--- config.mk ---
export PLATFORM = sky130hd
export DESIGN_NAME = ram_delay_line
export DESIGN_NICKNAME = d
export VERILOG_FILES = /design/src/rtl/ram_delay_line_pkg.sv /design/src/rtl/ram_delay_line_ptr.sv /design/src/rtl/ram_delay_line_mem.sv /design/src/rtl/ram_delay_line_fill.sv /design/src/rtl/ram_delay_line.sv
export SDC_FILE = /design/constraint.sdc
export NUM_CORES = 1
export LEC_CHECK = 0
export CAP_MARGIN = 15
export CORE_MARGIN = 2
export CORE_UTILIZATION = 35
export CTS_CLUSTER_SIZE = 40
export DETAILED_ROUTE_END_ITERATION = 6
export HOLD_SLACK_MARGIN = 0.12
export PLACE_DENSITY = 0.51
export SYNTH_ARGS = -nofsm -noshare
export SYNTH_HDL_FRONTEND = slang
export SYNTH_SLANG_ARGS = --single-unit
--- constraint.sdc ---
create_clock -name clk -period 3.3 [get_ports clk]
set_input_delay 0.66 -clock clk [delete_from_list [all_inputs] [get_ports clk]]
set_output_delay 0.66 -clock clk [all_outputs]
set_load 0.03 [all_outputs]
--- src/rtl/ram_delay_line_pkg.sv ---
`timescale 1ns/1ps
package ram_delay_line_pkg;

    // Lifecycle of the line after reset.
    typedef enum logic {
        PH_FILLING = 1'b0,
        PH_STEADY  = 1'b1
    } line_phase_e;

    // Number of RAM entries for a given address width.
    function automatic int unsigned depth_of(input int unsigned aw);
        return 32'd1 << aw;
    endfunction

endpackage

--- src/rtl/ram_delay_line_ptr.sv ---
`timescale 1ns/1ps
// Wrapping address counter with a selectable reset value.
module ram_delay_line_ptr #(
    parameter int unsigned ADDR_W   = 4,
    parameter bit          INIT_TOP = 1'b0
) (
    input  logic              clk,
    input  logic              rst,
    input  logic              step,
    output logic [ADDR_W-1:0] ptr
);
    localparam logic [ADDR_W-1:0] INIT_VAL = INIT_TOP ? {ADDR_W{1'b1}} : {ADDR_W{1'b0}};

    always_ff @(posedge clk) begin
        if (rst) begin
            ptr <= INIT_VAL;
        end else if (step) begin
            ptr <= ptr + 1'b1;
        end
    end
endmodule

--- src/rtl/ram_delay_line_mem.sv ---
`timescale 1ns/1ps
// Storage with one write port and one registered read port.
module ram_delay_line_mem #(
    parameter int unsigned ADDR_W = 4,
    parameter int unsigned DATA_W = 8
) (
    input  logic              clk,
    input  logic              rst,
    input  logic              wr_en,
    input  logic [ADDR_W-1:0] wr_addr,
    input  logic [DATA_W-1:0] wr_data,
    input  logic              rd_en,
    input  logic [ADDR_W-1:0] rd_addr,
    output logic [DATA_W-1:0] rd_data
);
    import ram_delay_line_pkg::*;

    localparam int unsigned DEPTH = depth_of(ADDR_W);

    logic [DATA_W-1:0] store [DEPTH];

    always_ff @(posedge clk) begin
        if (wr_en) begin
            store[wr_addr] <= wr_data;
        end
    end

    always_ff @(posedge clk) begin
        if (rst) begin
            rd_data <= '0;
        end else if (rd_en) begin
            rd_data <= store[rd_addr];
        end
    end
endmodule

--- src/rtl/ram_delay_line_fill.sv ---
`timescale 1ns/1ps
// Counts enabled cycles after reset until the line holds real data.
module ram_delay_line_fill #(
    parameter int unsigned ADDR_W = 4
) (
    input  logic clk,
    input  logic rst,
    input  logic step,
    output logic filled
);
    import ram_delay_line_pkg::*;

    localparam int unsigned  DEPTH = depth_of(ADDR_W);
    localparam logic [ADDR_W:0] LAST = (ADDR_W+1)'(DEPTH - 1);

    logic [ADDR_W:0] seen;
    line_phase_e     phase;

    always_ff @(posedge clk) begin
        if (rst) begin
            seen  <= '0;
            phase <= PH_FILLING;
        end else if (step && (phase == PH_FILLING)) begin
            seen <= seen + 1'b1;
            if (seen == LAST) begin
                phase <= PH_STEADY;
            end
        end
    end

    assign filled = (phase == PH_STEADY);
endmodule

--- src/rtl/ram_delay_line.sv ---
`timescale 1ns/1ps
// Fixed delay line of 2^ADDR_W cycles held in a two-port RAM.
module ram_delay_line #(
    parameter int unsigned ADDR_W = 4,
    parameter int unsigned DATA_W = 8
) (
    input  logic              clk,
    input  logic              rst,
    input  logic              shift_en,
    input  logic [DATA_W-1:0] din,
    output logic [DATA_W-1:0] dout,
    output logic              dout_valid
);
    logic [ADDR_W-1:0] rd_ptr;
    logic [ADDR_W-1:0] wr_ptr;

    // Reader starts at entry 0, writer at the top entry: one entry apart.
    ram_delay_line_ptr #(.ADDR_W(ADDR_W), .INIT_TOP(1'b0)) rd_ctr_i (
        .clk (clk),
        .rst (rst),
        .step(shift_en),
        .ptr (rd_ptr)
    );

    ram_delay_line_ptr #(.ADDR_W(ADDR_W), .INIT_TOP(1'b1)) wr_ctr_i (
        .clk (clk),
        .rst (rst),
        .step(shift_en),
        .ptr (wr_ptr)
    );

    ram_delay_line_mem #(.ADDR_W(ADDR_W), .DATA_W(DATA_W)) mem_i (
        .clk    (clk),
        .rst    (rst),
        .wr_en  (shift_en),
        .wr_addr(wr_ptr),
        .wr_data(din),
        .rd_en  (shift_en),
        .rd_addr(rd_ptr),
        .rd_data(dout)
    );

    ram_delay_line_fill #(.ADDR_W(ADDR_W)) fill_i (
        .clk   (clk),
        .rst   (rst),
        .step  (shift_en),
        .filled(dout_valid)
    );
endmodule

== Yosys cells after proc, flatten, opt, wreduce, memory -nomap -nowiden ==
Memory sizes are Yosys's and may differ from the RTL's. A register that Yosys moved wholly into a read port is not among the register bits.
Cells that the tools add are included.

* Register bits: 14
* Bits in writable memories: 128
* Input port bits: 11
* Output and inout port bits: 9
* Word-level logic and storage cells: 14
* Memories: 1

{| class="wikitable"
|+ Memories
! memory !! depth !! bits a word !! read ports !! clocked after memory_dff !! write ports !! RTL line !! RTL
|-
| mem_i.store || 16 || 8 || 1 || 1 || 1 || ram_delay_line_mem.sv:20 || <nowiki>logic [DATA_W-1:0] store [DEPTH];</nowiki>
|}

* $add $sub $neg: 3
* Equal/unequal tests: 1
* Mux-type cells: 2
* Bitwise operators: 1
* Reduce and logical (&&, ||, !) cells: 2

{| class="wikitable"
|+ Operator list
! kind !! count
|-
| adder 4 x 1 -> 4 bit, second input constant || 2
|-
| adder 5 x 1 -> 5 bit, second input constant || 1
|-
| equality test 5 x 4 -> 1 bit, second input constant || 1
|-
| 2-to-1 mux 1 bit || 2
|-
| AND reduction 2 bit || 1
|-
| logical AND 1 bit || 1
|-
| inverter 1 bit || 1
|}

== Depth between registers and ports, before layout ==
* Depth in word-level cells: 3
* Mapped depth: 6

== Cells and area by module ==
Synthesis repeated with hierarchy kept, for this count alone.

* Cell total of the unflattened synthesis: 374
* Area, all modules: 5962.0 µm²

{| class="wikitable"
|+ By module, submodules not included
! module !! instances !! cells an instance !! area an instance (µm²) !! sequential area each (µm²)
|-
| ram_delay_line_mem || 1 || 316 || 5343.9 || 4003.8
|-
| ram_delay_line_fill || 1 || 26 || 264.0 || 120.1
|-
| ram_delay_line_ptr (rd_ctr_i) || 1 || 16 || 178.9 || 80.1
|-
| ram_delay_line_ptr (wr_ctr_i) || 1 || 16 || 175.2 || 80.1
|}

== Worst setup path after synthesis ==
No wires, ideal clock.

* Path kind: input to register
* Start point: input shift_en
* End point: memory mem_i.store[3][0], enable pin
* Setup time: 332 ps
* Data arrival time: 1480 ps
* Data required time: 2968 ps
* Slack: 1489 ps
* Stages: 3
* Buffers on the path: 1
* Path through: clkbuf_1 -> nor3b_1 -> and2_1

* Word-level cells in the longest chain between the ends: 2

{| class="wikitable"
|+ RTL lines
! what !! RTL line !! RTL
|-
| start, declared || ram_delay_line.sv:9 || <nowiki>input logic shift_en,</nowiki>
|-
| 2-to-1 mux 1 bit || ram_delay_line_mem.sv:23 || <nowiki>if (wr_en) begin</nowiki>
|-
| 2-to-1 mux 1 bit (implied by the code) || ram_delay_line_mem.sv:24 || <nowiki>store[wr_addr] <= wr_data;</nowiki>
|-
| end, declared || ram_delay_line_mem.sv:20 ||
|}

No other way between the ends.

== Worst setup path in the final report ==
* Start point: input shift_en
* End point: memory mem_i.store[0][2], enable pin

The elaborated chain is that of the path after synthesis.

==> qor.txt <==
sequential cell area fraction in the yosys report -> 72.9%
worst slew pin tran -> 0.941 ns
Seq pwr share -> 50.0%
Antenna diodes -> 0
area of the multi-input gates -> 1500 sq um
Worst R2R Setup Slack -> 1.16 ns
drt first pass iters -> 4
setup violators final -> 0
routability cong. -> 0.715
Total Power -> 4.28 mW
Total Wirelength -> 11900 microns
status -> completed
Worst setup SP type -> input port
area growth from synthesis to layout -> 17.1%
crit share post-route -> 68.8%
Core Region -> 16500 sq um
Leak -> 2.23 nW
GRT Resource Usage Total -> 14.5%
Final Hold Viols -> 0
HPWL Detailed -> 7550 microns
cell with the most instances after synthesis -> edfxtp_1
CP max FO -> 14
reg2reg end -> mem_i.rd_data[1]
hold path start -> mem_i.rd_data[0]
Worst R2R Start -> rd_ctr_i.ptr[2]
DR WL/cell -> 20.3 microns
grt total ovfl -> 0
clock sinks -> 150
worst setup path class -> input port to flop
routed vias/inst -> 5.01
drt first-iter violations -> 226
# port buffers -> 19
CTS resizes -> 0
I/O Pins -> 20
drt drc -> 0
Fill cells -> 1506
row cnt -> 47
Post-synth top cells -> edfxtp_1 (128), mux2_2 (26), dfxtp_1 (22)
Unique masters post-synth -> 32
Die Wd -> 134 microns
Synth Net Count -> 348
# Post-CTS Setup Buffers -> 0
PD cells -> 622 nW/um^2
max_slew headroom -> 37.1%
Final Non-Filler Cells -> 589
dominant cell type by area after synthesis -> edfxtp_1
FF-to-FF path depth -> 5
post-synth top area share -> 65.4%
dominant register cell in the synthesized netlist -> edfxtp_1
Post-synth EDFFs -> 128
Clock Power Share -> 43.8%
worst IR drop on VDD -> 418 uV
Routed Antenna Nets -> 0
htree depth -> 4
Cell Area, Synth -> 5870 sq um
via count -> 2949
synth top area cells -> edfxtp_1 (65%), dfxtp_1 (7.5%), mux4_2 (6.1%)
Worst Setup End Kind -> flop
power share of the combinational group -> 6.2%
vias in the first global route -> 2995
Initial Util -> 35.7%
Worst Hold Path Cells -> 1
FF/Latch Area -> 4290 sq um
Worst-Skew Late Latency -> 0.42 ns
largest net degree at the start of global routing -> 35
min-delay worst type -> flop to flop
setup TNS -> 0 ns
Root Driver -> clkbuf_16
worst path arrival time -> 2.34 ns
Sw Pwr -> 0.887 mW
worst hold endpoint -> mem_i.rd_data[0]
cell internal pwr -> 3.39 mW
critical path required time -> 3.37 ns
Max-Cap Viols -> 0
Chip Height -> 134 microns
synthesis-stage register bit count -> 150
initial antenna violation count -> 0
TritonCTS clock tree -> yes
post-layout util -> 41.8%
DIE AREA -> 17800 sq um
Switching Fraction -> 20.8%
Final Max Tran Viols -> 0
Fmax -> 440 MHz
placed insts -> 557
Clock Skew -> 0.00615 ns
fin crit period -> 2.27 ns
NumNets Final -> 374
hold_buf cts -> 0
total CTS buffers -> 17
CTS Buffer Depth -> 2
first-pass GRT wire length -> 18300 microns
Synth Instances -> 330
YS warnings -> 0
syn avg cell area -> 17.8 sq um
share of cells above drive strength 1 -> 19.2%
Post-synth ARST share -> 0%
RSZ-0062 raised after global routing -> no
Worst-path clk slew -> 0.06 ns
-- registers in the layout, indices dropped and copies added, names as in the netlist --
| signal | count |
|---|---|
| wr_ctr_i.ptr | 4 |
| rd_ctr_i.ptr | 4 |
| mem_i.rd_data | 8 |
| mem_i.store | 128 |
| fill_i.filled | 1 |
| fill_i.seen | 5 |
-- critical path: stages --
cell and delay [ns]:
clkdlybuf4s50_1 0.80, nor3b_1 0.43, and2_1 0.45
-- cell type report --
cell class / count / share of cell area, %
timing repair buffer: 23 / 3.38
inverter: 4 / 0.218
clock buffer: 19 / 6.29
sequential: 150 / 62.3
multi-input combinational: 160 / 21.8
clock inverter: 13 / 2.00
tap: 220 / 4.00
-- cells by family after synthesis --
group | after synthesis | share of synthesized area [%]
simple gates | 58 | 5.13
fa+ha+maj | 7 | 1.49
compound gates | 29 | 3.58
flops | 150 | 72.9
buf+inv | 20 | 1.51
xor+xnor | 8 | 1.19
mux | 58 | 14.1
-- power groups by stage --
stage / sequential [mW] / combinational, mW / clock, mW
5_1_grt: 2.15 / 0.291 / 1.99
6_report: 2.14 / 0.265 / 1.87
3_3_place_gp: 2.18 / 0.269 / 0
2_1_floorplan: 2.19 / 0.151 / 0
4_1_cts: 2.14 / 0.271 / 1.91
3_5_place_dp: 2.18 / 0.270 / 0
-- worst max-delay path by stage --
stage	start	endpoint	depth (start not counted)	slack [ns]
finish	shift_en	mem_i.store[0][2]	3	1.03
floorplan	shift_en	mem_i.store[3][0]	3	1.49
global route	shift_en	mem_i.store[2][7]	3	0.91
detailed placement	shift_en	mem_i.store[0][2]	3	0.60
CTS	shift_en	mem_i.store[0][2]	3	1.05
global placement	shift_en	mem_i.store[0][7]	3	0.58
-- stage by stage --
step | cell area, sq um | setup slack (ns) | hold WS [ns]
after global routing | 6880 | 0.909 | 0.508
after detailed placement | 6310 | 0.604 | 0.476
final | 6880 | 1.03 | 0.489
after CTS | 6880 | 1.05 | 0.489
after global placement | 6310 | 0.578 | 0.475
after floorplan | 5870 | 1.49 | 0.472
-- metal layers --
layer  share of wire [%]  vias to the layer above  wire length [microns]  GRT usage, %
li1                    -                     1357                      -             -
met1                  47                     1517                   5640          19.7
met2                  47                       57                   5600          21.8
met3                 3.7                       18                    437          3.65
met4                 2.2                        0                    257          7.03
met5                   0                        -                      0             0
-- placed cells by master, fill, tap and decap left out, types with 2 or more instances in the layout --
cell / instances
nor3_1: 8
clkinvlp_4: 2
and2_1: 16
clkbuf_16: 17
clkinv_2: 2
clkdlybuf4s50_1: 19
mux4_2: 16
xor2_1: 5
mux2_1: 14
edfxtp_1: 128
nor3b_1: 2
inv_1: 4
a21oi_1: 2
clkinv_1: 6
nand2_1: 8
clkbuf_1: 2
mux2_2: 26
a221o_1: 8
xnor2_1: 3
bufinv_16: 3
o22ai_1: 16
nand2b_1: 2
mux2i_1: 2
and3_1: 3
nor2_1: 13
ha_1: 7
dfxtp_1: 21
nand4_1: 3
buf_4: 3
Note: power is estimated with default switching activity, not from simulation.
